===== src/rtl/ecc_rd_pkg.sv =====
package ecc_rd_pkg;

  localparam int unsigned CHK_W     = 8;
  localparam int unsigned COL_START = 193;

  typedef enum logic [1:0] {
    ERR_NONE   = 2'd0,
    ERR_SINGLE = 2'd1,
    ERR_NIBBLE = 2'd2,
    ERR_DOUBLE = 2'd3
  } ecc_err_e;

  function automatic int unsigned pop8(input logic [7:0] v);
    int unsigned n;
    n = 0;
    for (int b = 0; b < 8; b++) n += int'(v[b]);
    return n;
  endfunction

  function automatic logic nib_pattern(input logic [7:0] v);
    return ((v[7:4] == 4'h0) && (pop8({4'h0, v[3:0]}) == 3)) ||
           ((v[3:0] == 4'h0) && (pop8({4'h0, v[7:4]}) == 3));
  endfunction

  // Column of data bit idx: weight-3 non-nibble values, then weight-5 values,
  // both scanned from COL_START upward with wrap.
  function automatic logic [7:0] data_col(input int unsigned idx);
    int unsigned found;
    logic [7:0]  res;
    logic [7:0]  c;
    found = 0;
    res   = '0;
    for (int pass = 0; pass < 2; pass++) begin
      for (int v = 0; v < 256; v++) begin
        c = 8'((COL_START + v) % 256);
        if ((pop8(c) == ((pass == 0) ? 3 : 5)) && !nib_pattern(c)) begin
          if (found == idx) res = c;
          found++;
        end
      end
    end
    return res;
  endfunction

endpackage


===== src/rtl/ecc_syn_gen.sv =====
module ecc_syn_gen
  import ecc_rd_pkg::*;
#(
  parameter int unsigned DATA_W = 64
) (
  input  logic [DATA_W-1:0] data,
  input  logic [CHK_W-1:0]  chk_stored,
  output logic [CHK_W-1:0]  syndrome
);

  logic [CHK_W-1:0] contrib [DATA_W];
  logic [CHK_W-1:0] regen;

  for (genvar i = 0; i < DATA_W; i++) begin : g_col
    localparam logic [CHK_W-1:0] COL = data_col(i);
    assign contrib[i] = data[i] ? COL : '0;
  end

  always_comb begin
    regen = '0;
    for (int i = 0; i < DATA_W; i++) regen = regen ^ contrib[i];
  end

  assign syndrome = regen ^ chk_stored;

endmodule


===== src/rtl/ecc_classify.sv =====
module ecc_classify
  import ecc_rd_pkg::*;
#(
  parameter int unsigned DATA_W = 64
) (
  input  logic [CHK_W-1:0]  syndrome,
  output ecc_err_e          err_type,
  output logic [DATA_W-1:0] flip_mask
);

  logic odd_w;
  logic nib;
  logic single;

  assign odd_w = ^syndrome;
  assign nib   = nib_pattern(syndrome);

  always_comb begin
    if (syndrome == '0)  err_type = ERR_NONE;
    else if (nib)        err_type = ERR_NIBBLE;
    else if (odd_w)      err_type = ERR_SINGLE;
    else                 err_type = ERR_DOUBLE;
  end

  assign single = (err_type == ERR_SINGLE);

  for (genvar i = 0; i < DATA_W; i++) begin : g_flip
    localparam logic [CHK_W-1:0] COL = data_col(i);
    assign flip_mask[i] = single && (syndrome == COL);
  end

endmodule


===== src/rtl/ecc_err_log.sv =====
module ecc_err_log
  import ecc_rd_pkg::*;
#(
  parameter int unsigned ADDR_W = 32
) (
  input  logic              clk,
  input  logic              rst,
  input  logic              ev_valid,
  input  ecc_err_e          ev_type,
  input  logic              ev_rmw,
  input  logic [ADDR_W-1:0] ev_addr,
  input  logic [2:0]        clr,
  output logic [2:0]        status,
  output logic [ADDR_W-1:0] addr_q,
  output logic              irq
);

  logic [2:0] st_n;
  logic       uncorr;

  assign uncorr = (ev_type == ERR_NIBBLE) || (ev_type == ERR_DOUBLE);

  always_comb begin
    st_n = status & ~clr;
    if (ev_valid && (ev_type == ERR_SINGLE)) st_n[0] = 1'b1;
    if (ev_valid && uncorr && ev_rmw)        st_n[2] = 1'b1;
  end

  always_ff @(posedge clk) begin
    if (rst) begin
      status <= '0;
      addr_q <= '0;
      irq    <= 1'b0;
    end else begin
      status <= st_n;
      irq    <= |st_n;
      if (ev_valid && (ev_type != ERR_NONE) && (status == '0))
        addr_q <= ev_addr;
    end
  end

endmodule


===== src/rtl/ecc_rd_check.sv =====
module ecc_rd_check
  import ecc_rd_pkg::*;
#(
  parameter int unsigned DATA_W = 64,
  parameter int unsigned ADDR_W = 32
) (
  input  logic              clk,
  input  logic              rst,
  input  logic              ecc_en,
  input  logic              rd_valid,
  input  logic [DATA_W-1:0] rd_data,
  input  logic [7:0]        rd_chk,
  input  logic [ADDR_W-1:0] rd_addr,
  input  logic              rd_rmw,
  input  logic [2:0]        int_clr,
  output logic              out_valid,
  output logic [DATA_W-1:0] out_data,
  output logic [1:0]        out_err,
  output logic              out_abort,
  output logic [2:0]        int_status,
  output logic [ADDR_W-1:0] err_addr,
  output logic              irq
);

  logic [CHK_W-1:0]  syndrome;
  ecc_err_e          err_type;
  logic [DATA_W-1:0] flip_mask;
  logic              uncorr;
  logic              ev_valid;

  ecc_syn_gen #(.DATA_W(DATA_W)) u_syn (
    .data       (rd_data),
    .chk_stored (rd_chk),
    .syndrome   (syndrome)
  );

  ecc_classify #(.DATA_W(DATA_W)) u_cls (
    .syndrome  (syndrome),
    .err_type  (err_type),
    .flip_mask (flip_mask)
  );

  assign ev_valid = rd_valid && ecc_en;
  assign uncorr   = (err_type == ERR_NIBBLE) || (err_type == ERR_DOUBLE);

  ecc_err_log #(.ADDR_W(ADDR_W)) u_log (
    .clk      (clk),
    .rst      (rst),
    .ev_valid (ev_valid),
    .ev_type  (err_type),
    .ev_rmw   (rd_rmw),
    .ev_addr  (rd_addr),
    .clr      (int_clr),
    .status   (int_status),
    .addr_q   (err_addr),
    .irq      (irq)
  );

  always_ff @(posedge clk) begin
    if (rst) begin
      out_valid <= 1'b0;
      out_data  <= '0;
      out_err   <= ERR_NONE;
      out_abort <= 1'b0;
    end else begin
      out_valid <= rd_valid;
      out_abort <= ev_valid && uncorr && !rd_rmw;
      if (rd_valid) begin
        out_data <= ecc_en ? (rd_data ^ flip_mask) : rd_data;
        out_err  <= ecc_en ? err_type : ERR_NONE;
      end
    end
  end

endmodule


===== config.mk =====
export PLATFORM = sky130hd
export DESIGN_NAME = ecc_rd_check
export DESIGN_NICKNAME = d
export VERILOG_FILES = /design/src/rtl/ecc_rd_pkg.sv /design/src/rtl/ecc_syn_gen.sv /design/src/rtl/ecc_classify.sv /design/src/rtl/ecc_err_log.sv /design/src/rtl/ecc_rd_check.sv
export SDC_FILE = /design/constraint.sdc
export NUM_CORES = 1
export LEC_CHECK = 0
export ABC_AREA = 1
export BUFFER_PORTS_ARGS = -buffer_cell sky130_fd_sc_hd__buf_4
export CAP_MARGIN = 20
export CORE_ASPECT_RATIO = 1.5
export CORE_MARGIN = 5
export CORE_UTILIZATION = 59
export CTS_CLUSTER_DIAMETER = 80
export DETAILED_ROUTE_END_ITERATION = 12
export GPL_TIMING_DRIVEN = 0
export PLACE_DENSITY_LB_ADDON = 0.1
export SETUP_SLACK_MARGIN = 0.15
export SLEW_MARGIN = 5
export SYNTH_ARGS = -nofsm -noshare
export SYNTH_HDL_FRONTEND = slang
export SYNTH_SLANG_ARGS = --single-unit

===== constraint.sdc =====
create_clock -name clk -period 14.4 [get_ports clk]
set_input_delay 4.32 -clock clk [delete_from_list [all_inputs] [get_ports clk]]
set_output_delay 4.32 -clock clk [all_outputs]
set_load 0.005 [all_outputs]

==> results.json <==
{
  "ir_worst_vdd_v": 0.000167,
  "cap_violations": 0,
  "crit_slowest_cell": "nor2_2",
  "netSwitchingFraction": 0.511,
  "vias": 10000,
  "timing.final.crit_share": 0.573,
  "drtIter0Drc": 873,
  "ys_ff_latch": 104,
  "cts_sinks": 104,
  "path_buf_inv": 4,
  "grt_pass1_vias": 9165,
  "cts_root_buf": "clkbuf_16",
  "io_buffers": 176,
  "row_count": 54,
  "area_delta_synth_final_pct": 21.6,
  "skew_ns": 0.0107,
  "clkLatencyLatePin_ns": 0.37,
  "power_density_nw_per_um2": 146,
  "clock_path_buffers": 2,
  "avgRoutedWirePerCell_microns": 15.4,
  "die_h_microns": 159,
  "yosysTopAreaCell": "dfxtp_1",
  "grt_usage": 0.339,
  "synth_nets": 1686,
  "tightest_slew_ns": 1.03,
  "cellLeakagePower_nw": 6.08,
  "gp_congestion": 1.00,
  "cp_data_arrival_time_ns": 8.51,
  "fin_tns_setup_ns": 0,
  "seq_area_frac_synth": 0.239,
  "io_pins": 216,
  "worst_path_most_repeated_cell": "nand2_1",
  "hpwl_microns": 23800,
  "dieArea_sq_um": 17400,
  "crit_path_max_incr_delay_ns": 0.48,
  "endpoint_kind": "flop",
  "synthCells": 1554,
  "ant_nets": 0,
  "relSlewSlack": 0.310,
  "clock.fmax_ghz": 0.121,
  "cp_data_required_time_ns": 14.66,
  "finalCriticalPeriod_ns": 8.25,
  "worst_slack_ns": 6.15,
  "chipWidth_microns": 109,
  "clkTransAtPathRegs_ns": 0.07,
  "grt_overflow": 0,
  "drt_wl_total_microns": 29900,
  "layout.nets": 1873,
  "initial_core_util": 0.601,
  "pwr-share-comb": 0.611,
  "cts_resized": 0,
  "syn_area_sq_um": 8730,
  "post_cts_buffers": 0,
  "cts_tree": "done",
  "ys_warn_count": 0,
  "hold_buffers": 0,
  "path_delay_family": "simple AND/OR/NAND/NOR gates",
  "fp.coreArea_sq_um": 14500,
  "design_area_sq_um": 10600,
  "grt_pass1_wl_microns": 46100,
  "hold_viol_final": 0,
  "setup-violations-final": 0,
  "p_switching_uw": 789,
  "drive_above_1_share": 0.145,
  "cts_buffers": 9,
  "synth_top_area_frac": 0.239,
  "p_clk_frac": 0.170,
  "post-route-util": 0.730,
  "avgSynthCellArea_sq_um": 5.62,
  "synth_cell_types": 33,
  "cts_max_level": 3,
  "criticalPathCategory": "in -> reg",
  "rsz0062_at_grt": "false",
  "outcome": "completed",
  "startpoint_type": "primary input",
  "grt_max_degree": 22,
  "dr.pass1.iters": 7,
  "synth_area_leaders": "dfxtp_1 24%, nand2_1 22%, nor2_1 11%",
  "power.internal_uw": 756,
  "dp_slack_ns": 5.92,
  "vias_per_cell": 5.15,
  "cp_max_fo": 9,
  "grt_antenna_before_repair": 1,
  "drcViolationCount": 0,
  "seq_power_share": 0.220,
  "drv_slew": 0,
  "placed_cell_area_sq_um": 10300,
  "hold_path_class": "reg -> reg"
}
[layer usage]
layer	share of wire	track usage	vias up
li1	-	-	5057
met1	0.36	0.378	4396
met2	0.49	0.577	436
met3	0.081	0.0609	113
met4	0.069	0.218	0
met5	0	0	-
[area by class of cell]
| type | instances | area (sq um) |
|---|---|---|
| Tap cell | 196 | 245 |
| Sequential cell | 104 | 2080 |
| Fill cell | 1317 | 3920 |
| Buffer | 77 | 382 |
| Antenna cell | 1 | 2.50 |
| Multi-Input combinational cell | 1155 | 5440 |
| Timing Repair Buffer | 176 | 1320 |
| Clock buffer | 9 | 225 |
| Clock inverter | 7 | 86.3 |
| Inverter | 218 | 818 |
[cells by family after synthesis]
family          count (synthesis)  synth area share
compound gates                144            0.0839
buf+inv                       295             0.138
xor+xnor                       98            0.0984
flops                         104             0.239
simple gates                  893             0.411
fa+ha+maj                      20            0.0304
[state kept, by name, indices dropped and copies added, names as in the netlist]
signal and cells:
out_err 2, out_valid 1, out_abort 1, u_log.irq 1
u_log.status 3, u_log.addr_q 32, out_data 64
[cell usage in the layout (no fill, tap or decap), types with 18 or more instances in the layout]
cell type / netlist / final
o21ai_1: 19 / 19
dfxtp_1: 104 / 104
ha_1: 18 / 18
nor3_1: 44 / 44
clkbuf_1: 26 / 26
buf_2: 36 / 36
nand3_1: 63 / 63
o21ai_0: 117 / 117
xor2_1: 51 / 51
nand2_1: 511 / 511
xnor2_1: 47 / 47
buf_4: 3 / 179
inv_1: 217 / 217
nor2_1: 245 / 245
[synthesized netlist by cell type, drive strengths merged]
cell type	n
xnor2	47
nand3b	10
a22oi	1
o21ai	136
buf	46
dfxtp	104
a31o	1
ha	18
nor2	250
inv	218
nand3	63
and3	1
xor2	51
o22ai	1
nand4	5
a21oi	5
clkbuf	31
or2	8
fa	2
nor3	44
nand2	512
[final timing paths]
kind	startpoint	slack [ns]	end	cells after the start
max	rd_data[62]	6.15	out_data[42]$_SDFFE_PP0P_	28
min	out_err[0]$_SDFFE_PP0P_	0.48	out_err[0]$_SDFFE_PP0P_	2
max reg2reg	u_log.status[2]$_SDFF_PP0_	12.97	u_log.addr_q[27]$_SDFFE_PP0P_	6
min reg2reg	out_err[0]$_SDFFE_PP0P_	0.48	out_err[0]$_SDFFE_PP0P_	2
[worst reg2reg max path, stage by stage, from the launching register on]
cell	delay (ns)
dfxtp_1	0.33
nor3_1	0.19
nand2_1	0.20
inv_1	0.21
buf_2	0.25
nor2_1	0.07
nor2_1	0.11
[through the flow]
step                hold slack, ns  std cells  power, mW
detailed placement           0.464       1926       1.27
finish                       0.478       1943       1.55
global route                 0.502       1943       1.65
CTS                          0.475       1942       1.53
global placement             0.452       1926       1.25
floorplan                    0.453       1554      0.959
[power by group through the flow]
stage | combinational, mW | sequential, mW | clock, mW
finish | 0.944 | 0.340 | 0.262
global route | 1.03 | 0.343 | 0.275
CTS | 0.927 | 0.340 | 0.263
detailed placement | 0.920 | 0.346 | 0
global placement | 0.907 | 0.345 | 0
floorplan | 0.611 | 0.348 | 0
Note: power is estimated with default switching activity, not from simulation.
